### src/rtl/mpk_pkg.sv
package mpk_pkg;
  localparam int unsigned BYTE_W = 8;
  localparam logic [15:0] HDR_SEL0_ADDR = 16'h3FFC;
  localparam logic [15:0] HDR_SEL1_ADDR = 16'h3FFD;
  localparam logic [15:0] HDR_PAD0_ADDR = 16'h3FFB;
  localparam logic [15:0] HDR_PAD1_ADDR = 16'h3FFF;
  localparam logic [15:0] BANK_CTRL_ADDR = 16'hFFFF;

  localparam logic [7:0] PAIR_HALF_B0 = 8'h28;
  localparam logic [7:0] PAIR_HALF_B1 = 8'h2E;
  localparam logic [7:0] PAIR_FULL_B0 = 8'h20;
  localparam logic [7:0] PAIR_FULL_B1 = 8'h31;

  typedef enum logic [2:0] {
    ST_IDLE, ST_SEL0, ST_SEL1, ST_PAD0, ST_PAD1, ST_SWITCH
  } ctrl_state_e;

  typedef enum logic [1:0] {
    SQ_IDLE, SQ_READ, SQ_WRITE
  } seq_state_e;
endpackage

### src/rtl/mpk_size_decode.sv
module mpk_size_decode
  import mpk_pkg::*;
#(
  parameter int unsigned ADDR_W = 22,
  localparam int unsigned SIZE_W = ADDR_W + 1
) (
  input  logic [BYTE_W-1:0] sel0_i,
  input  logic [BYTE_W-1:0] sel1_i,
  output logic [SIZE_W-1:0] size_o,
  output logic              warn_o
);
  localparam logic [SIZE_W-1:0] SIZE_HALF = SIZE_W'(1) << (ADDR_W - 1);
  localparam logic [SIZE_W-1:0] SIZE_FULL = SIZE_W'(1) << ADDR_W;

  logic is_half, is_full;

  always_comb begin
    is_half = (sel0_i == PAIR_HALF_B0) && (sel1_i == PAIR_HALF_B1);
    is_full = (sel0_i == PAIR_FULL_B0) && (sel1_i == PAIR_FULL_B1);
    size_o  = is_half ? SIZE_HALF : SIZE_FULL;
    warn_o  = !is_half && !is_full;
  end
endmodule

### src/rtl/mpk_bus_seq.sv
module mpk_bus_seq
  import mpk_pkg::*;
#(
  parameter int unsigned ADDR_W    = 22,
  parameter int unsigned WE_CYCLES = 37,
  localparam int unsigned CNT_W    = $clog2(WE_CYCLES + 1)
) (
  input  logic              clk_i,
  input  logic              rst_ni,
  input  logic              go_i,
  input  logic              write_i,
  input  logic              int_i,
  input  logic [ADDR_W-1:0] addr_i,
  input  logic [BYTE_W-1:0] wdata_i,
  output logic              done_o,
  output logic [BYTE_W-1:0] rdata_o,
  output logic              bus_req_o,
  output logic              bus_we_o,
  output logic              bus_int_o,
  output logic [ADDR_W-1:0] bus_addr_o,
  output logic [BYTE_W-1:0] bus_wdata_o,
  input  logic [BYTE_W-1:0] bus_rdata_i,
  input  logic              bus_ack_i
);
  seq_state_e        state_q;
  logic [CNT_W-1:0]  cnt_q;
  logic [ADDR_W-1:0] addr_q;
  logic [BYTE_W-1:0] wdata_q;
  logic              int_q;

  always_ff @(posedge clk_i or negedge rst_ni) begin
    if (!rst_ni) begin
      state_q <= SQ_IDLE;
      cnt_q   <= '0;
      addr_q  <= '0;
      wdata_q <= '0;
      int_q   <= 1'b0;
    end else begin
      unique case (state_q)
        SQ_IDLE: if (go_i) begin
          state_q <= write_i ? SQ_WRITE : SQ_READ;
          addr_q  <= addr_i;
          int_q   <= int_i;
          wdata_q <= write_i ? wdata_i : '0;
          cnt_q   <= CNT_W'(WE_CYCLES - 1);
        end
        SQ_READ: if (bus_ack_i) begin
          state_q <= SQ_IDLE;
          addr_q  <= '0;
          int_q   <= 1'b0;
        end
        SQ_WRITE: begin
          if (cnt_q == '0) begin
            state_q <= SQ_IDLE;
            addr_q  <= '0;
            int_q   <= 1'b0;
            wdata_q <= '0;
          end else begin
            cnt_q <= cnt_q - 1'b1;
          end
        end
        default: state_q <= SQ_IDLE;
      endcase
    end
  end

  assign bus_req_o   = (state_q != SQ_IDLE);
  assign bus_we_o    = (state_q == SQ_WRITE);
  assign bus_int_o   = int_q;
  assign bus_addr_o  = addr_q;
  assign bus_wdata_o = wdata_q;
  assign done_o      = ((state_q == SQ_READ) && bus_ack_i) ||
                       ((state_q == SQ_WRITE) && (cnt_q == '0));
  assign rdata_o     = bus_rdata_i;
endmodule

### src/rtl/mpk_ctrl.sv
module mpk_ctrl
  import mpk_pkg::*;
#(
  parameter int unsigned ADDR_W    = 22,
  parameter int unsigned WE_CYCLES = 37,
  localparam int unsigned SIZE_W   = ADDR_W + 1
) (
  input  logic              clk_i,
  input  logic              rst_ni,
  input  logic              probe_i,
  input  logic              sel_i,
  input  logic              sel_bank_i,
  output logic              busy_o,
  output logic              bus_req_o,
  output logic              bus_we_o,
  output logic              bus_int_o,
  output logic [ADDR_W-1:0] bus_addr_o,
  output logic [7:0]        bus_wdata_o,
  input  logic [7:0]        bus_rdata_i,
  input  logic              bus_ack_i,
  output logic              multi_o,
  output logic [SIZE_W-1:0] size_o,
  output logic [7:0]        bank0_val_o,
  output logic [7:0]        bank1_val_o,
  output logic              warn_o,
  output logic              cur_bank_o,
  output logic [ADDR_W-1:0] base_addr_o
);
  localparam logic [ADDR_W-1:0] UPPER_BASE = ADDR_W'(1) << (ADDR_W - 1);

  ctrl_state_e       state_q;
  logic [BYTE_W-1:0] sel0_q, sel1_q;
  logic              multi_q, cur_q, pick_q;

  logic              go, wr, done;
  logic [ADDR_W-1:0] addr;
  logic [BYTE_W-1:0] wdata, rdata;
  logic [SIZE_W-1:0] dec_size;
  logic              dec_warn;

  always_comb begin
    go    = (state_q != ST_IDLE);
    wr    = (state_q == ST_SWITCH);
    wdata = pick_q ? sel1_q : sel0_q;
    unique case (state_q)
      ST_SEL0:   addr = ADDR_W'(HDR_SEL0_ADDR);
      ST_SEL1:   addr = ADDR_W'(HDR_SEL1_ADDR);
      ST_PAD0:   addr = ADDR_W'(HDR_PAD0_ADDR);
      ST_PAD1:   addr = ADDR_W'(HDR_PAD1_ADDR);
      ST_SWITCH: addr = ADDR_W'(BANK_CTRL_ADDR);
      default:   addr = '0;
    endcase
  end

  always_ff @(posedge clk_i or negedge rst_ni) begin
    if (!rst_ni) begin
      state_q <= ST_IDLE;
      sel0_q  <= '0;
      sel1_q  <= '0;
      multi_q <= 1'b0;
      cur_q   <= 1'b0;
      pick_q  <= 1'b0;
    end else begin
      unique case (state_q)
        ST_IDLE: begin
          if (probe_i) begin
            state_q <= ST_SEL0;
            multi_q <= 1'b0;
            sel0_q  <= '0;
            sel1_q  <= '0;
            cur_q   <= 1'b0;
          end else if (sel_i && multi_q) begin
            state_q <= ST_SWITCH;
            pick_q  <= sel_bank_i;
          end
        end
        ST_SEL0: if (done) begin
          if (rdata == '0) state_q <= ST_IDLE;
          else begin
            sel0_q  <= rdata;
            state_q <= ST_SEL1;
          end
        end
        ST_SEL1: if (done) begin
          if (rdata == '0) begin
            sel0_q  <= '0;
            state_q <= ST_IDLE;
          end else begin
            sel1_q  <= rdata;
            state_q <= ST_PAD0;
          end
        end
        ST_PAD0: if (done) begin
          if (rdata != '0) begin
            sel0_q  <= '0;
            sel1_q  <= '0;
            state_q <= ST_IDLE;
          end else state_q <= ST_PAD1;
        end
        ST_PAD1: if (done) begin
          if (rdata != '0) begin
            sel0_q <= '0;
            sel1_q <= '0;
          end else multi_q <= 1'b1;
          state_q <= ST_IDLE;
        end
        ST_SWITCH: if (done) begin
          cur_q   <= pick_q;
          state_q <= ST_IDLE;
        end
        default: state_q <= ST_IDLE;
      endcase
    end
  end

  mpk_bus_seq #(.ADDR_W(ADDR_W), .WE_CYCLES(WE_CYCLES)) u_seq (
    .clk_i      (clk_i),
    .rst_ni     (rst_ni),
    .go_i       (go),
    .write_i    (wr),
    .int_i      (wr),
    .addr_i     (addr),
    .wdata_i    (wdata),
    .done_o     (done),
    .rdata_o    (rdata),
    .bus_req_o  (bus_req_o),
    .bus_we_o   (bus_we_o),
    .bus_int_o  (bus_int_o),
    .bus_addr_o (bus_addr_o),
    .bus_wdata_o(bus_wdata_o),
    .bus_rdata_i(bus_rdata_i),
    .bus_ack_i  (bus_ack_i)
  );

  mpk_size_decode #(.ADDR_W(ADDR_W)) u_dec (
    .sel0_i(sel0_q),
    .sel1_i(sel1_q),
    .size_o(dec_size),
    .warn_o(dec_warn)
  );

  assign busy_o      = (state_q != ST_IDLE);
  assign multi_o     = multi_q;
  assign size_o      = multi_q ? dec_size : '0;
  assign warn_o      = multi_q && dec_warn;
  assign bank0_val_o = multi_q ? sel0_q : '0;
  assign bank1_val_o = multi_q ? sel1_q : '0;
  assign cur_bank_o  = cur_q;
  assign base_addr_o = cur_q ? UPPER_BASE : '0;
endmodule

### config.mk
export PLATFORM = sky130hd
export DESIGN_NAME = mpk_ctrl
export DESIGN_NICKNAME = d
export VERILOG_FILES = /design/src/rtl/mpk_pkg.sv /design/src/rtl/mpk_size_decode.sv /design/src/rtl/mpk_bus_seq.sv /design/src/rtl/mpk_ctrl.sv
export SDC_FILE = /design/constraint.sdc
export NUM_CORES = 1
export LEC_CHECK = 0
export ABC_AREA = 1
export BUFFER_PORTS_ARGS = -buffer_cell sky130_fd_sc_hd__buf_2
export CAP_MARGIN = 40
export CELL_PAD_IN_SITES_DETAIL_PLACEMENT = 1
export CELL_PAD_IN_SITES_GLOBAL_PLACEMENT = 1
export CORE_UTILIZATION = 39
export DETAILED_ROUTE_END_ITERATION = 8
export PLACE_DENSITY = 0.89
export SETUP_SLACK_MARGIN = 0.1
export SLEW_MARGIN = 20
export SYNTH_ARGS = -nofsm -noshare
export SYNTH_HDL_FRONTEND = slang
export SYNTH_SLANG_ARGS = --single-unit
### constraint.sdc
create_clock -name clk_i -period 3.35 [get_ports clk_i]
set_input_delay 0.335 -clock clk_i [delete_from_list [all_inputs] [get_ports clk_i]]
set_output_delay 0.335 -clock clk_i [all_outputs]
set_load 0.02 [all_outputs]
==> results of run 1 <==
[per-stage QoR]
stage	total power, mW	instance area (um2)	hold slack (ns)
after floorplan	2.21	3500	0.0394
after global placement	2.36	3420	0.466
after detailed placement	2.44	3440	0.248
after CTS	2.87	3560	0.266
after global routing	3.09	3560	0.279
final	2.84	3560	0.266
[cell families (layout without fill, tap and decap cells)]
| kind of cell | after synthesis | after routing | synth area share |
|---|---|---|---|
| fa+ha+maj | 8 | 8 | 0.0301 |
| buf+inv | 139 | 143 | 0.236 |
| simple gates | 205 | 205 | 0.295 |
| flops | 44 | 44 | 0.331 |
| mux | 1 | 1 | 0.00301 |
| compound gates | 50 | 50 | 0.0975 |
| xor+xnor | 2 | 2 | 0.00527 |
| other cells | 1 | 48 | 0.00113 |
[worst max-delay path, cell delays in order (launching register included)]
cell and delay [ns]:
dfrtp_1 0.71, inv_1 0.15, nor4_1 0.32, buf_2 0.22
[state kept, by name (all words and copies together) (netlist names), 2 cells and up]
register and cells:
sel0_q 8, sel1_q 8, u_seq.bus_wdata_o 8, u_seq.cnt_q 6
u_seq.bus_addr_o 5, state_q 3, u_seq.state_q 2
[power groups by stage]
stage	combinational, mW	clock, mW	sequential, mW
after detailed placement	1.53	0	0.906
after floorplan	1.36	0	0.852
after CTS	1.55	0.419	0.898
final	1.54	0.405	0.902
after global placement	1.46	0	0.895
after global routing	1.72	0.437	0.926
[worst paths after layout]
check / depth (start not counted) / endpoint / slack [ns] / start
max in group asynchronous: 3 / state_q[1] / 2.42 / rst_ni
worst max-delay path: 3 / size_o[21] / 1.31 / multi_o
worst max register to register: 8 / u_seq.bus_addr_o[14] / 1.42 / u_seq.cnt_q[0]
min in group asynchronous: 2 / u_seq.cnt_q[3] / 0.46 / rst_ni
worst min register to register: 2 / u_seq.bus_wdata_o[3] / 0.48 / u_seq.bus_wdata_o[3]
worst min-delay path: 2 / multi_o / 0.27 / probe_i
[synth_stat cells]
master | count | area [um2]
nand2_1 | 108 | 405
inv_1 | 64 | 240
buf_4 | 62 | 465
dfrtp_1 | 44 | 1100
nor2_1 | 38 | 143
nand3_1 | 22 | 110
o21ai_0 | 15 | 75.1
nand2_2 | 9 | 56.3
o31ai_1 | 9 | 67.6
a21oi_1 | 8 | 40.0
ha_1 | 8 | 100
o21ai_2 | 8 | 70.1
inv_2 | 6 | 22.5
nand4_1 | 5 | 31.3
clkbuf_1 | 4 | 15.0
o21ai_1 | 4 | 20.0
nand2_4 | 3 | 33.8
nand3_2 | 3 | 30.0
nor2_2 | 3 | 18.8
nor3_1 | 3 | 15.0
buf_6 | 2 | 22.5
nand3_4 | 2 | 35.0
nor2_8 | 2 | 40.0
nor3_2 | 2 | 20.0
nor4_1 | 2 | 12.5
o22ai_1 | 2 | 12.5
xor2_1 | 2 | 17.5
a21oi_2 | 1 | 8.76
a22oi_1 | 1 | 7.51
a31oi_1 | 1 | 6.26
buf_12 | 1 | 20.0
conb_1 | 1 | 3.75
mux2i_1 | 1 | 10.0
nand3b_1 | 1 | 7.51
nand4_2 | 1 | 12.5
nor2_4 | 1 | 11.3
o21ai_4 | 1 | 16.3
[per-layer routing]
layer  part of all wire  vias up  GRT usage  wire length (um)
li1                   -     1391          -                 -
met1               0.44     1344      0.229              3500
met2               0.50       74      0.327              3980
met3              0.037       10     0.0267               294
met4              0.015        0     0.0449               120
met5                  0        -          0                 0
[final cells by class]
class                      count  area [um2]
clock inverter                 2        35.0
fill                        1097        4650
inverter                      70         263
clock buffer                   6        72.6
tap                          105         131
sequential                    44        1100
timing repair buffer          65         345
multi-input combinational    314        1610
==> impl_metrics.tcl, run 1 <==
set metrics [dict create \
    grt_pass1_vias 2710 \
    place_ws_ns 1.41 \
    place.gp.congestion 0.881 \
    ys_seq_area_frac 0.331 \
    worst_pin_slew_ns 0.620 \
    period_minus_slack_ns 2.04 \
    cts_inserted_buffers 5 \
    fp-row-count 33 \
    clk_pin_slew_worst_paths_ns 0.08 \
    finalNetCount 522 \
    rsz0062_at_grt "false" \
    h-tree-depth 2 \
    combPwrFrac 0.540 \
    die_height_um 94.3 \
    gr-usage-all-layers 0.183 \
    ctsHoldBuffers 1 \
    seq_power_share 0.317 \
    totalWireLength_mm 7.89 \
    grt_max_degree 33 \
    num_antenna_cells 0 \
    overflow 0 \
    drtIter0Drc 77 \
    leakage_nw 2.08 \
    power_frac_clock 0.142 \
    dr_total_vias 2819 \
    p_int_mw 1.36 \
    layout-drive-gt1-share 0.226 \
    cts_root_buf "clkbuf_8" \
    syn_area_um2 3320 \
    ant_nets 0 \
    cp_max_fo 20 \
    dp_cells 597 \
    detailed_place_hpwl_mm 6.30 \
    hold_path.class "in2reg" \
    critPathCaptureType "output pin" \
    tns_ns 0 \
    port_buffers 63 \
    fin_util 0.434 \
    tritoncts "done" \
    cts_setup_buffers 0 \
    start_util 0.405 \
    syn_inst 450 \
    min_period_over_period 0.608 \
    status "completed" \
    ir_worst_vdd_v 0.000262 \
    clockBufferDepth 2 \
    layout_commonest_cell "nand2_1" \
    final_cells 606 \
    ys_types 37 \
    grt_pass1_wl_mm 12.7 \
    wl_per_cell_um 13.0 \
    crit_path_start_kind "register" \
    swShare 0.520 \
    antenna_found_initial 0 \
    slew_headroom 0.584 \
    crit_type "reg2out" \
    cts_resized 0 \
    cellPowerDensity_nw_per_um2 798 \
    finClkSkew_ns 0.00767 \
    synth_area_per_cell_um2 7.39 \
    synth-seq-cells 44 \
    p_switching_mw 1.48 \
    finalHoldViolCount 0 \
    yosysWarnings 0 \
    syn_to_final_growth_pct 7.15 \
    io_pins 112 \
    fmax_mhz 491 \
    setup_slack_ns 1.31 \
    cap_violations 0 \
    drc 0 \
    layout_common_cells "108 x nand2_1, 64 x inv_1, 63 x buf_2" \
    die_area_um2 8900 \
    coreArea_um2 8220 \
    dr.pass1.iters 4 \
    arrival_ns 1.70 \
    report.final.slew_viol_count 0 \
    via_per_inst 4.65 \
    required_ns 3.01 \
    finalSetupViolCount 0 \
    clkSinkCount 44 \
    clk_latency_ns 0.30 \
    die_x_um 94.3 \
]
Note: power is estimated with default switching activity, not from simulation.
==> inputs of run 2 (changes only) <==
--- a/config.mk
+++ b/config.mk
@@ -5,14 +5,14 @@
 export SDC_FILE = /design/constraint.sdc
 export NUM_CORES = 1
 export LEC_CHECK = 0
-export ABC_AREA = 1
+export ABC_AREA = 0
 export BUFFER_PORTS_ARGS = -buffer_cell sky130_fd_sc_hd__buf_2
 export CAP_MARGIN = 40
 export CELL_PAD_IN_SITES_DETAIL_PLACEMENT = 1
 export CELL_PAD_IN_SITES_GLOBAL_PLACEMENT = 1
-export CORE_UTILIZATION = 39
+export CORE_UTILIZATION = 37
 export DETAILED_ROUTE_END_ITERATION = 8
-export PLACE_DENSITY = 0.89
+export PLACE_DENSITY = 0.83
 export SETUP_SLACK_MARGIN = 0.1
 export SLEW_MARGIN = 20
 export SYNTH_ARGS = -nofsm -noshare
==> constraint.sdc (replaced) <==
create_clock -name clk_i -period 1.9 [get_ports clk_i]
set_input_delay 0.19 -clock clk_i [delete_from_list [all_inputs] [get_ports clk_i]]
set_output_delay 0.19 -clock clk_i [all_outputs]
set_load 0.02 [all_outputs]
==> run 2 against run 1 <==
The flow now finishes with violations (negative setup slack). Hold slack worse by 0.13 ns. Clock power up 96%. Die area shrank 4.7%. Setup slack worse by 1.4 ns. Largest power group unchanged.
==> impl_metrics.tcl, run 2 <==
set metrics [dict create \
    grt_pass1_wl_mm 12.9 \
    cap_violations 0 \
    hold_path.class "in2reg" \
    synthXorXnorAreaFrac 0.00875 \
    synth-seq-cells 44 \
    dp_cells 487 \
    grt_max_degree 28 \
    critPathCaptureType "register" \
    ant_nets 0 \
    synth.area.mux_share 0.124 \
    clockBufferDepth 2 \
    combPwrFrac 0.577 \
    worst_pin_slew_ns 0.658 \
    swShare 0.446 \
    drtIter0Drc 122 \
    port_buffers 63 \
    clkSinkCount 44 \
    antenna_found_initial 0 \
    period_minus_slack_ns 1.98 \
    crit_path_start_kind "register" \
    worstHoldPathCells 2 \
    use_met3 0.0240 \
    tns_ns -0.889 \
    final.fill_count 901 \
    finalSetupViolCount 27 \
    syn_inst 321 \
    met1_usage 0.251 \
    drc 0 \
    wl_per_cell_um 17.8 \
    ys_seq_area_frac 0.367 \
    synth.top_cell.area_share 0.367 \
    layout-drive-gt1-share 0.415 \
    coreArea_um2 7810 \
    crit_start "u_seq.cnt_q[0]" \
    finalHoldViolCount 0 \
    status "finished, violations left" \
    cts_inserted_buffers 5 \
    slew_headroom 0.561 \
    rsz0062_at_grt "true" \
    hold-worst-slack_ns 0.140 \
    arrival_ns 2.18 \
    synth-simple-area-share 0.186 \
    layout_common_cells "60 x buf_2, 48 x conb_1, 41 x dfrtp_1, 41 x buf_4, 22 x nor2_1" \
    yosysTopAreaCell "dfrtp_1" \
    r2r-start "u_seq.cnt_q[0]" \
    syn_area_um2 3000 \
    synth_edf_count 0 \
    yosysMostFrequentCell "buf_4" \
    place_ws_ns -0.0387 \
    final_cells 516 \
    synth_ff_type "dfrtp_1" \
    dr.pass1.iters 4 \
    leakage_nw 1.99 \
    ys_types 46 \
    p_int_mw 2.99 \
    report.final.slew_viol_count 0 \
    grtUsageMet2 0.326 \
    synth_common_cells "60 x buf_4, 44 x dfrtp_1, 26 x nand2_1" \
    busiest_layer "met2" \
    p_total_mw 5.39 \
    die_area_um2 8480 \
    required_ns 2.10 \
    power_frac_clock 0.147 \
    seq_power_share 0.276 \
    fmax_mhz 505 \
    r2r_cells 8 \
    start_util 0.385 \
    clk_pin_slew_worst_paths_ns 0.10 \
    fp-row-count 32 \
    num_antenna_cells 0 \
    io_pins 112 \
    r2r_slack_ns -0.08 \
    totalWireLength_mm 9.19 \
    gr-usage-all-layers 0.193 \
    cts_root_buf "clkbuf_8" \
    p_switching_mw 2.41 \
    synth_compound_area_frac 0.0966 \
    overflow 0 \
    ys_top_cells_by_area "dfrtp_1 37%, buf_4 15%, mux2_2 6.4%, mux2i_1 6.0%, and2_1 3.5%" \
    dr_total_vias 2544 \
    endpoint "u_seq.bus_wdata_o[7]" \
    syn_to_final_growth_pct 27.4 \
    ir_worst_vdd_v 0.000434 \
    setup_slack_ns -0.0798 \
    violations "negative setup slack" \
    die_x_um 92.1 \
    synth_fa_ha_area_frac 0.0333 \
    yosysWarnings 0 \
    crit_type "reg2reg" \
    finalNetCount 435 \
    clk_latency_ns 0.31 \
    h-tree-depth 2 \
    reg2reg_to "u_seq.bus_wdata_o[7]" \
    grt_pass1_vias 2528 \
    synth_top_family_by_area "simple AND/OR/NAND/NOR gates" \
    min_period_over_period 1.04 \
    cp_max_fo 8 \
    detailed_place_hpwl_mm 5.70 \
    place.gp.congestion 0.825 \
    finClkSkew_ns 0.00870 \
    synth_area_per_cell_um2 9.36 \
    die_height_um 92.1 \
    layout_commonest_cell "buf_2" \
    tritoncts "done" \
    cellPowerDensity_nw_per_um2 1410 \
    async_reset_ff_frac 1.00 \
    via_per_inst 4.93 \
]
==> run 2: cell types whose count changed in the layout (fill, tap and decap cells not counted), moves of 4 or more <==
cell,change
buf_4,+41
inv_1,-52
o21ai_2,-7
a22o_1,+9
nand2_1,-87
nor2b_1,+4
and2_1,+16
nand2_2,-4
nand3_1,-16
mux2_2,+14
o21ai_0,-11
mux2i_1,+17
o31ai_1,-9
nor2_1,-16
==> run 2: per-layer routing <==
metal / share of wire / wire (um)
met4: 0.039 / 358
met2: 0.50 / 4610
met1: 0.42 / 3900
met5: 0 / 0
met3: 0.035 / 318
==> run 2: cell families (layout without fill, tap and decap cells) <==
group / Yosys count / after routing
other: 1 / 48
buffers and inverters: 87 / 133
muxes: 35 / 35
AOI/OAI and AO/OA: 40 / 40
DFF: 44 / 44
and+or+nand+nor: 103 / 103
xor gates and xnor gates: 3 / 3
adders and majority gates: 8 / 8
==> run 2: cell type report <==
| cell class | instances | area, um2 | area share |
|---|---|---|---|
| Tap cell | 102 | 128 | 0.0334 |
| Clock inverter | 2 | 38.8 | 0.0101 |
| Sequential cell | 44 | 1100 | 0.289 |
| Inverter | 18 | 67.6 | 0.0177 |
| Clock buffer | 6 | 82.6 | 0.0216 |
| Timing Repair Buffer | 107 | 692 | 0.181 |
| Multi-Input combinational cell | 237 | 1710 | 0.448 |
==> run 2: worst max-delay path, cell delays in order, from the launching register on <==
cell     delay [ns]
dfrtp_1        0.40
inv_2          0.07
ha_1           0.13
nor4b_4        0.31
buf_4          0.18
nand2_2        0.08
a21oi_4        0.20
buf_12         0.15
mux2_2         0.33
==> run 2: how the worst min path moves through the flow <==
stage	startpoint	end	slack [ns]
5_1_grt	bus_rdata_i[0]	sel1_q[0]	0.13
4_1_cts	bus_rdata_i[0]	sel1_q[0]	0.14
3_3_place_gp	rst_ni	u_seq.cnt_q[1]	0.24
6_report	bus_rdata_i[1]	sel1_q[1]	0.14
3_5_place_dp	rst_ni	u_seq.cnt_q[1]	0.25
2_1_floorplan	rst_ni	cur_bank_o	-0.11
==> run 2: what timing repair did <==
item	4_1_cts	5_1_grt
hold endpoints to repair	25	0
buffers inserted	7	13
endpoints found under the setup margin	41	45
pin swaps	6	13
hold buffers	1	0
resized for setup	12	29
==> run 2: per-stage QoR <==
step	cell area (um2)	util
final	3830	0.490
after global routing	3830	0.490
after CTS	3630	0.465
after detailed placement	3390	0.434
after global placement	3390	0.434
after floorplan	3260	-
==> run 2: power groups by stage <==
stage	Combinational [mW]	Sequential, mW	Clock [mW]
after floorplan	1.88	1.42	0
after CTS	2.67	1.45	0.787
final	3.11	1.49	0.794
after global placement	2.36	1.45	0
after global routing	3.32	1.52	0.837
after detailed placement	2.45	1.47	0
